===== config.mk =====
export PLATFORM = sky130hd
export DESIGN_NAME = pwr_retune_seq
export DESIGN_NICKNAME = d
export VERILOG_FILES = /design/src/rtl/pwr_seq_pkg.sv /design/src/rtl/pwr_decode.sv /design/src/rtl/pll_seq.sv /design/src/rtl/pwr_retune_seq.sv
export SDC_FILE = /design/constraint.sdc
export NUM_CORES = 1
export LEC_CHECK = 0
export ABC_AREA = 0
export BUFFER_PORTS_ARGS = -buffer_cell sky130_fd_sc_hd__buf_2
export CAP_MARGIN = 20
export CORE_ASPECT_RATIO = 1.1
export CORE_MARGIN = 2
export CORE_UTILIZATION = 35
export CTS_CLUSTER_SIZE = 10
export DETAILED_ROUTE_END_ITERATION = 10
export SLEW_MARGIN = 25
export SYNTH_ARGS = -nofsm -noshare
export SYNTH_HDL_FRONTEND = slang
export SYNTH_SLANG_ARGS = --single-unit

===== constraint.sdc =====
create_clock -name clk -period 1.5 [get_ports clk]
set_input_delay 0.075 -clock clk [delete_from_list [all_inputs] [get_ports clk]]
set_output_delay 0.075 -clock clk [all_outputs]
set_load 0.02 [all_outputs]

===== src/rtl/pwr_seq_pkg.sv =====
package pwr_seq_pkg;

  typedef enum logic [1:0] {
    PH_IDLE   = 2'd0,
    PH_TUNE   = 2'd1,
    PH_SETTLE = 2'd2,
    PH_READY  = 2'd3
  } phase_t;

  typedef struct packed {
    logic ref_en;
    logic if_en;
    logic rf_en;
  } pwr_vec_t;

  // Power decision: the pin overrides software, except the crystal keep-alive.
  function automatic pwr_vec_t decode_power(
    input logic pin,
    input logic keep,
    input logic all_on,
    input logic if_bit,
    input logic rf_bit
  );
    pwr_vec_t v;
    if (pin) begin
      if (all_on) begin
        v = '{ref_en: 1'b1, if_en: 1'b1, rf_en: 1'b1};
      end else begin
        v = '{ref_en: if_bit | rf_bit, if_en: if_bit, rf_en: rf_bit};
      end
    end else begin
      v = '{ref_en: keep & (if_bit | rf_bit), if_en: 1'b0, rf_en: 1'b0};
    end
    return v;
  endfunction

  // True when a phase counter sits on its final tick.
  function automatic logic is_last(input int unsigned cnt, input int unsigned limit);
    return (cnt + 1) == limit;
  endfunction

endpackage


===== src/rtl/pwr_decode.sv =====
module pwr_decode
  import pwr_seq_pkg::*;
(
  input  logic     clk,
  input  logic     rst_n,
  input  logic     pin,
  input  logic     keep,
  input  logic     all_on,
  input  logic     if_bit,
  input  logic     rf_bit,
  output pwr_vec_t en_q
);

  pwr_vec_t en_d;

  always_comb begin
    en_d = decode_power(pin, keep, all_on, if_bit, rf_bit);
  end

  always_ff @(posedge clk or negedge rst_n) begin
    if (!rst_n) begin
      en_q <= '0;
    end else begin
      en_q <= en_d;
    end
  end

endmodule


===== src/rtl/pll_seq.sv =====
module pll_seq
  import pwr_seq_pkg::*;
#(
  parameter int unsigned TUNE_TICKS   = 7,
  parameter int unsigned SETTLE_TICKS = 21
) (
  input  logic   clk,
  input  logic   rst_n,
  input  logic   sec_on,
  input  logic   div_wr,
  input  logic   tick,
  output phase_t phase
);

  localparam int unsigned MAX_TICKS = (TUNE_TICKS > SETTLE_TICKS) ? TUNE_TICKS : SETTLE_TICKS;
  localparam int unsigned CNT_W     = $clog2(MAX_TICKS + 1);

  logic             sec_on_d;
  logic [CNT_W-1:0] cnt;

  // Named internal events
  logic power_rise;
  logic retune_req;
  logic trig;
  logic abort_seq;
  logic tune_done;
  logic settle_done;

  always_comb begin
    power_rise  = sec_on & ~sec_on_d;
    retune_req  = sec_on & div_wr;
    trig        = power_rise | retune_req;
    abort_seq   = ~sec_on;
    tune_done   = (phase == PH_TUNE) & tick & is_last(int'(cnt), TUNE_TICKS);
    settle_done = (phase == PH_SETTLE) & tick & is_last(int'(cnt), SETTLE_TICKS);
  end

  always_ff @(posedge clk or negedge rst_n) begin
    if (!rst_n) begin
      sec_on_d <= 1'b0;
      phase    <= PH_IDLE;
      cnt      <= '0;
    end else begin
      sec_on_d <= sec_on;
      if (abort_seq) begin
        phase <= PH_IDLE;
        cnt   <= '0;
      end else if (trig) begin
        phase <= PH_TUNE;
        cnt   <= '0;
      end else if (tune_done) begin
        phase <= PH_SETTLE;
        cnt   <= '0;
      end else if (settle_done) begin
        phase <= PH_READY;
        cnt   <= '0;
      end else if (tick && (phase == PH_TUNE || phase == PH_SETTLE)) begin
        cnt <= cnt + 1'b1;
      end
    end
  end

endmodule


===== src/rtl/pwr_retune_seq.sv =====
module pwr_retune_seq
  import pwr_seq_pkg::*;
#(
  parameter int unsigned TUNE_TICKS   = 7,
  parameter int unsigned SETTLE_TICKS = 21
) (
  input  logic clk,
  input  logic rst_n,
  input  logic pwr_pin,
  input  logic xtal_keep,
  input  logic auto_on,
  input  logic if_req,
  input  logic rf_req,
  input  logic tick,
  input  logic if_div_wr,
  input  logic rf_div_wr,
  output logic ref_on,
  output logic if_on,
  output logic rf_on,
  output logic if_tuning,
  output logic if_settling,
  output logic if_ready,
  output logic rf_tuning,
  output logic rf_settling,
  output logic rf_ready,
  output logic lock_n
);

  localparam int unsigned N_LOOPS = 2;  // index 0: IF, index 1: RF

  pwr_vec_t           en_q;
  logic [N_LOOPS-1:0] sec_on_v;
  logic [N_LOOPS-1:0] div_wr_v;
  phase_t             ph   [N_LOOPS];
  logic [N_LOOPS-1:0] tuning_v;

  pwr_decode u_dec (
    .clk    (clk),
    .rst_n  (rst_n),
    .pin    (pwr_pin),
    .keep   (xtal_keep),
    .all_on (auto_on),
    .if_bit (if_req),
    .rf_bit (rf_req),
    .en_q   (en_q)
  );

  assign sec_on_v = {en_q.rf_en, en_q.if_en};
  assign div_wr_v = {rf_div_wr, if_div_wr};

  for (genvar g = 0; g < N_LOOPS; g++) begin : g_loop
    pll_seq #(
      .TUNE_TICKS   (TUNE_TICKS),
      .SETTLE_TICKS (SETTLE_TICKS)
    ) u_seq (
      .clk    (clk),
      .rst_n  (rst_n),
      .sec_on (sec_on_v[g]),
      .div_wr (div_wr_v[g]),
      .tick   (tick),
      .phase  (ph[g])
    );
    assign tuning_v[g] = (ph[g] == PH_TUNE);
  end

  assign ref_on      = en_q.ref_en;
  assign if_on       = en_q.if_en;
  assign rf_on       = en_q.rf_en;
  assign if_tuning   = tuning_v[0];
  assign if_settling = (ph[0] == PH_SETTLE);
  assign if_ready    = (ph[0] == PH_READY);
  assign rf_tuning   = tuning_v[1];
  assign rf_settling = (ph[1] == PH_SETTLE);
  assign rf_ready    = (ph[1] == PH_READY);
  assign lock_n      = |tuning_v;

endmodule


==> flow_summary.json <==
{
  "firstDrtPassIters": 4,
  "timing.rr.start": "g_loop[0].u_seq.cnt[0]",
  "drive_above_1_share": 0.548,
  "globalRouteOverflowTotal": 0,
  "drv_cap": 0,
  "final_area_mm2": 0.00189,
  "htreeDepth": 1,
  "antenna_left": 0,
  "endpoint": "g_loop[0].u_seq.phase[0]",
  "diodes": 0,
  "synth_top_area_share": 0.386,
  "critPathLaunch": "g_loop[0].u_seq.cnt[0]",
  "grt_pass1_vias": 1101,
  "rsz0062_at_grt": "true",
  "avgRoutedWirePerCell_um": 14.6,
  "synthArstFlopShare": 1.00,
  "core_mm2": 0.00336,
  "start_util": 0.367,
  "path_class": "register to register",
  "worst_slack_ps": -72.4,
  "die_y_um": 66.2,
  "yosysMostFrequentCell": "dfrtp_1",
  "avgSynthCellArea_um2": 10.0,
  "ios": 20,
  "cts.clk_slew.worst_paths_ps": 110,
  "dieArea_mm2": 0.00401,
  "drt-total-wl_mm": 3.14,
  "cts_tree": "done",
  "preCtsSetupSlack_ps": -99.7,
  "relSlewSlack": 0.706,
  "placed_area_mm2": 0.00146,
  "via_count": 1064,
  "nets": 189,
  "grt_max_degree": 20,
  "hold_start": "if_req",
  "crit_fanout": 3,
  "clock_skew_ps": 8.18,
  "setup_viol": 7,
  "clock_sinks": 19,
  "ir_drop_mv": 0.487,
  "cts_buffer_depth": 2,
  "dp_cells": 199,
  "ff2ff_setup_slack_ps": -70,
  "port_buffers": 19,
  "cp.arrival_ps": 1750,
  "grt_pass1_wl_mm": 5.13,
  "die_w_um": 60.6,
  "hold_class": "primary input to register",
  "grt.total_usage": 0.172,
  "power_density_mw_per_mm2": 511,
  "final_max_slew_viol_count": 0,
  "worst_pin_slew_ps": 440,
  "numCtsBuffers": 3,
  "post-route-period-util": 1.05,
  "synth_commonest_cells": "dfrtp_1 (19), a211oi_1 (12), ha_1 (12), inv_1 (11), nand2_1 (9)",
  "synthCells": 123,
  "synth_largest_area_cell": "dfrtp_1",
  "synth.distinct_cells": 30,
  "power.leakage_nw": 0.769,
  "syn_nets": 145,
  "whs_ps": 8.68,
  "areaGrowthSynthToFinish_pct": 53.1,
  "antenna_found_initial": 0,
  "reg2regPathDepth": 6,
  "yosys_register_bits": 19,
  "syn_area_mm2": 0.00123,
  "rows": 22,
  "start_kind": "register",
  "drc": 0,
  "clock_latency_ps": 290,
  "crit_path_end_kind": "register",
  "synthTopCellsByArea": "dfrtp_1 (39%), ha_1 (12%), a211oi_1 (7.3%), xnor2_1 (4.3%), mux2i_1 (4.1%)",
  "ys_seq_area_frac": 0.386,
  "hpwl_mm": 1.97,
  "first_iter_violations": 24,
  "fill_cells": 297,
  "gp_congestion": 0.858,
  "hold_viol": 0,
  "via_per_inst": 4.97,
  "final_core_util": 0.562,
  "outcome": "finished with violations",
  "r2r-end": "g_loop[0].u_seq.phase[0]",
  "failed_checks": "setup timing",
  "period_needed_ps": 1570,
  "root_buffer": "clkbuf_4",
  "synth_ff_type": "dfrtp_1",
  "crit_required_ps": 1680,
  "yosysWarnings": 0,
  "fin_cells": 214,
  "synth_edf_count": 0,
  "max_freq_ghz": 0.636
}
-- cells in the final DEF (no fill, tap or decap), types with 4 or more instances in the layout --
master | synthesis | layout
buf_2 | 1 | 18
dfrtp_1 | 19 | 14
buf_4 | 0 | 14
a211oi_2 | 0 | 11
nand2_1 | 9 | 9
inv_1 | 11 | 8
ha_4 | 0 | 7
buf_6 | 0 | 6
nand3b_1 | 5 | 5
xnor2_1 | 6 | 5
dfrtp_2 | 0 | 5
ha_1 | 12 | 4
-- registers in the layout (all words and copies together) (netlist names) --
name,flops
g_loop.u_seq.sec_on_d,2
g_loop.u_seq.phase,4
g_loop.u_seq.cnt,10
u_dec.en_q,3
-- cell type report --
| type | instances | area [um2] | share of cell area |
|---|---|---|---|
| clock inverters | 1 | 5.00 | 0.00265 |
| clock buffers | 3 | 22.5 | 0.0119 |
| flip-flops and latches | 19 | 482 | 0.255 |
| repair buffers | 40 | 283 | 0.150 |
| multi-input cells | 92 | 991 | 0.525 |
| inverters | 11 | 43.8 | 0.0232 |
| well taps | 48 | 60.1 | 0.0318 |
-- routing by layer --
layer | vias to the layer above | part of all wire | GRT usage
li1 | 524 | - | -
met1 | 518 | 0.44 | 0.225
met2 | 18 | 0.52 | 0.298
met3 | 4 | 0.025 | 0.0117
met4 | 0 | 0.012 | 0.0489
met5 | - | 0 | 0
-- power breakdown --
part	leakage (nW)	internal (mW)	total, mW	switching [mW]
clock	0.0177	0.0991	0.255	0.156
combinational	0.508	0.0789	0.169	0.0898
sequential	0.243	0.527	0.541	0.0138
total	0.769	0.705	0.965	0.260
-- worst min-delay path by stage --
stage                        endpoint  slack [ps]  cells after the start
2_1_floorplan  g_loop[0].u_seq.cnt[0]        -220                      0
3_3_place_gp   g_loop[1].u_seq.cnt[3]          30                      1
3_5_place_dp   g_loop[1].u_seq.cnt[1]          30                      1
4_1_cts                 u_dec.en_q[1]           2                      2
5_1_grt                 u_dec.en_q[1]           7                      2
6_report                u_dec.en_q[1]           9                      2
-- timing repair --
action	in CTS	in global routing
setup endpoints to repair	15	15
hold endpoints to repair	20	0
buffers inserted	5	4
hold buffers	2	0
resized for setup	45	21
pin swaps	7	17
-- worst max-delay path, stage by stage, from the launching register on --
cell     delay [ps]
dfrtp_2         420
ha_4            170
nand3_4         100
buf_6           140
mux2i_2         160
buf_4           140
a311o_1         310
-- through the flow --
stage	total power, mW	setup TNS [ps]
2_1_floorplan	0.619	-95.8
3_3_place_gp	0.675	-399
3_5_place_dp	0.677	-661
4_1_cts	0.951	-334
5_1_grt	1.02	-1080
6_report	0.965	-357
-- cell families after synthesis --
group,count (synthesis),synth area share
XOR/XNOR,11,0.0782
flip-flops,19,0.386
AO/OA/AOI/OAI,27,0.175
multiplexers,5,0.0406
AND/OR/NAND/NOR,37,0.161
buffers and inverters,12,0.0376
adder cells (fa/ha/maj),12,0.122
Power figures use the tool's default switching activity.
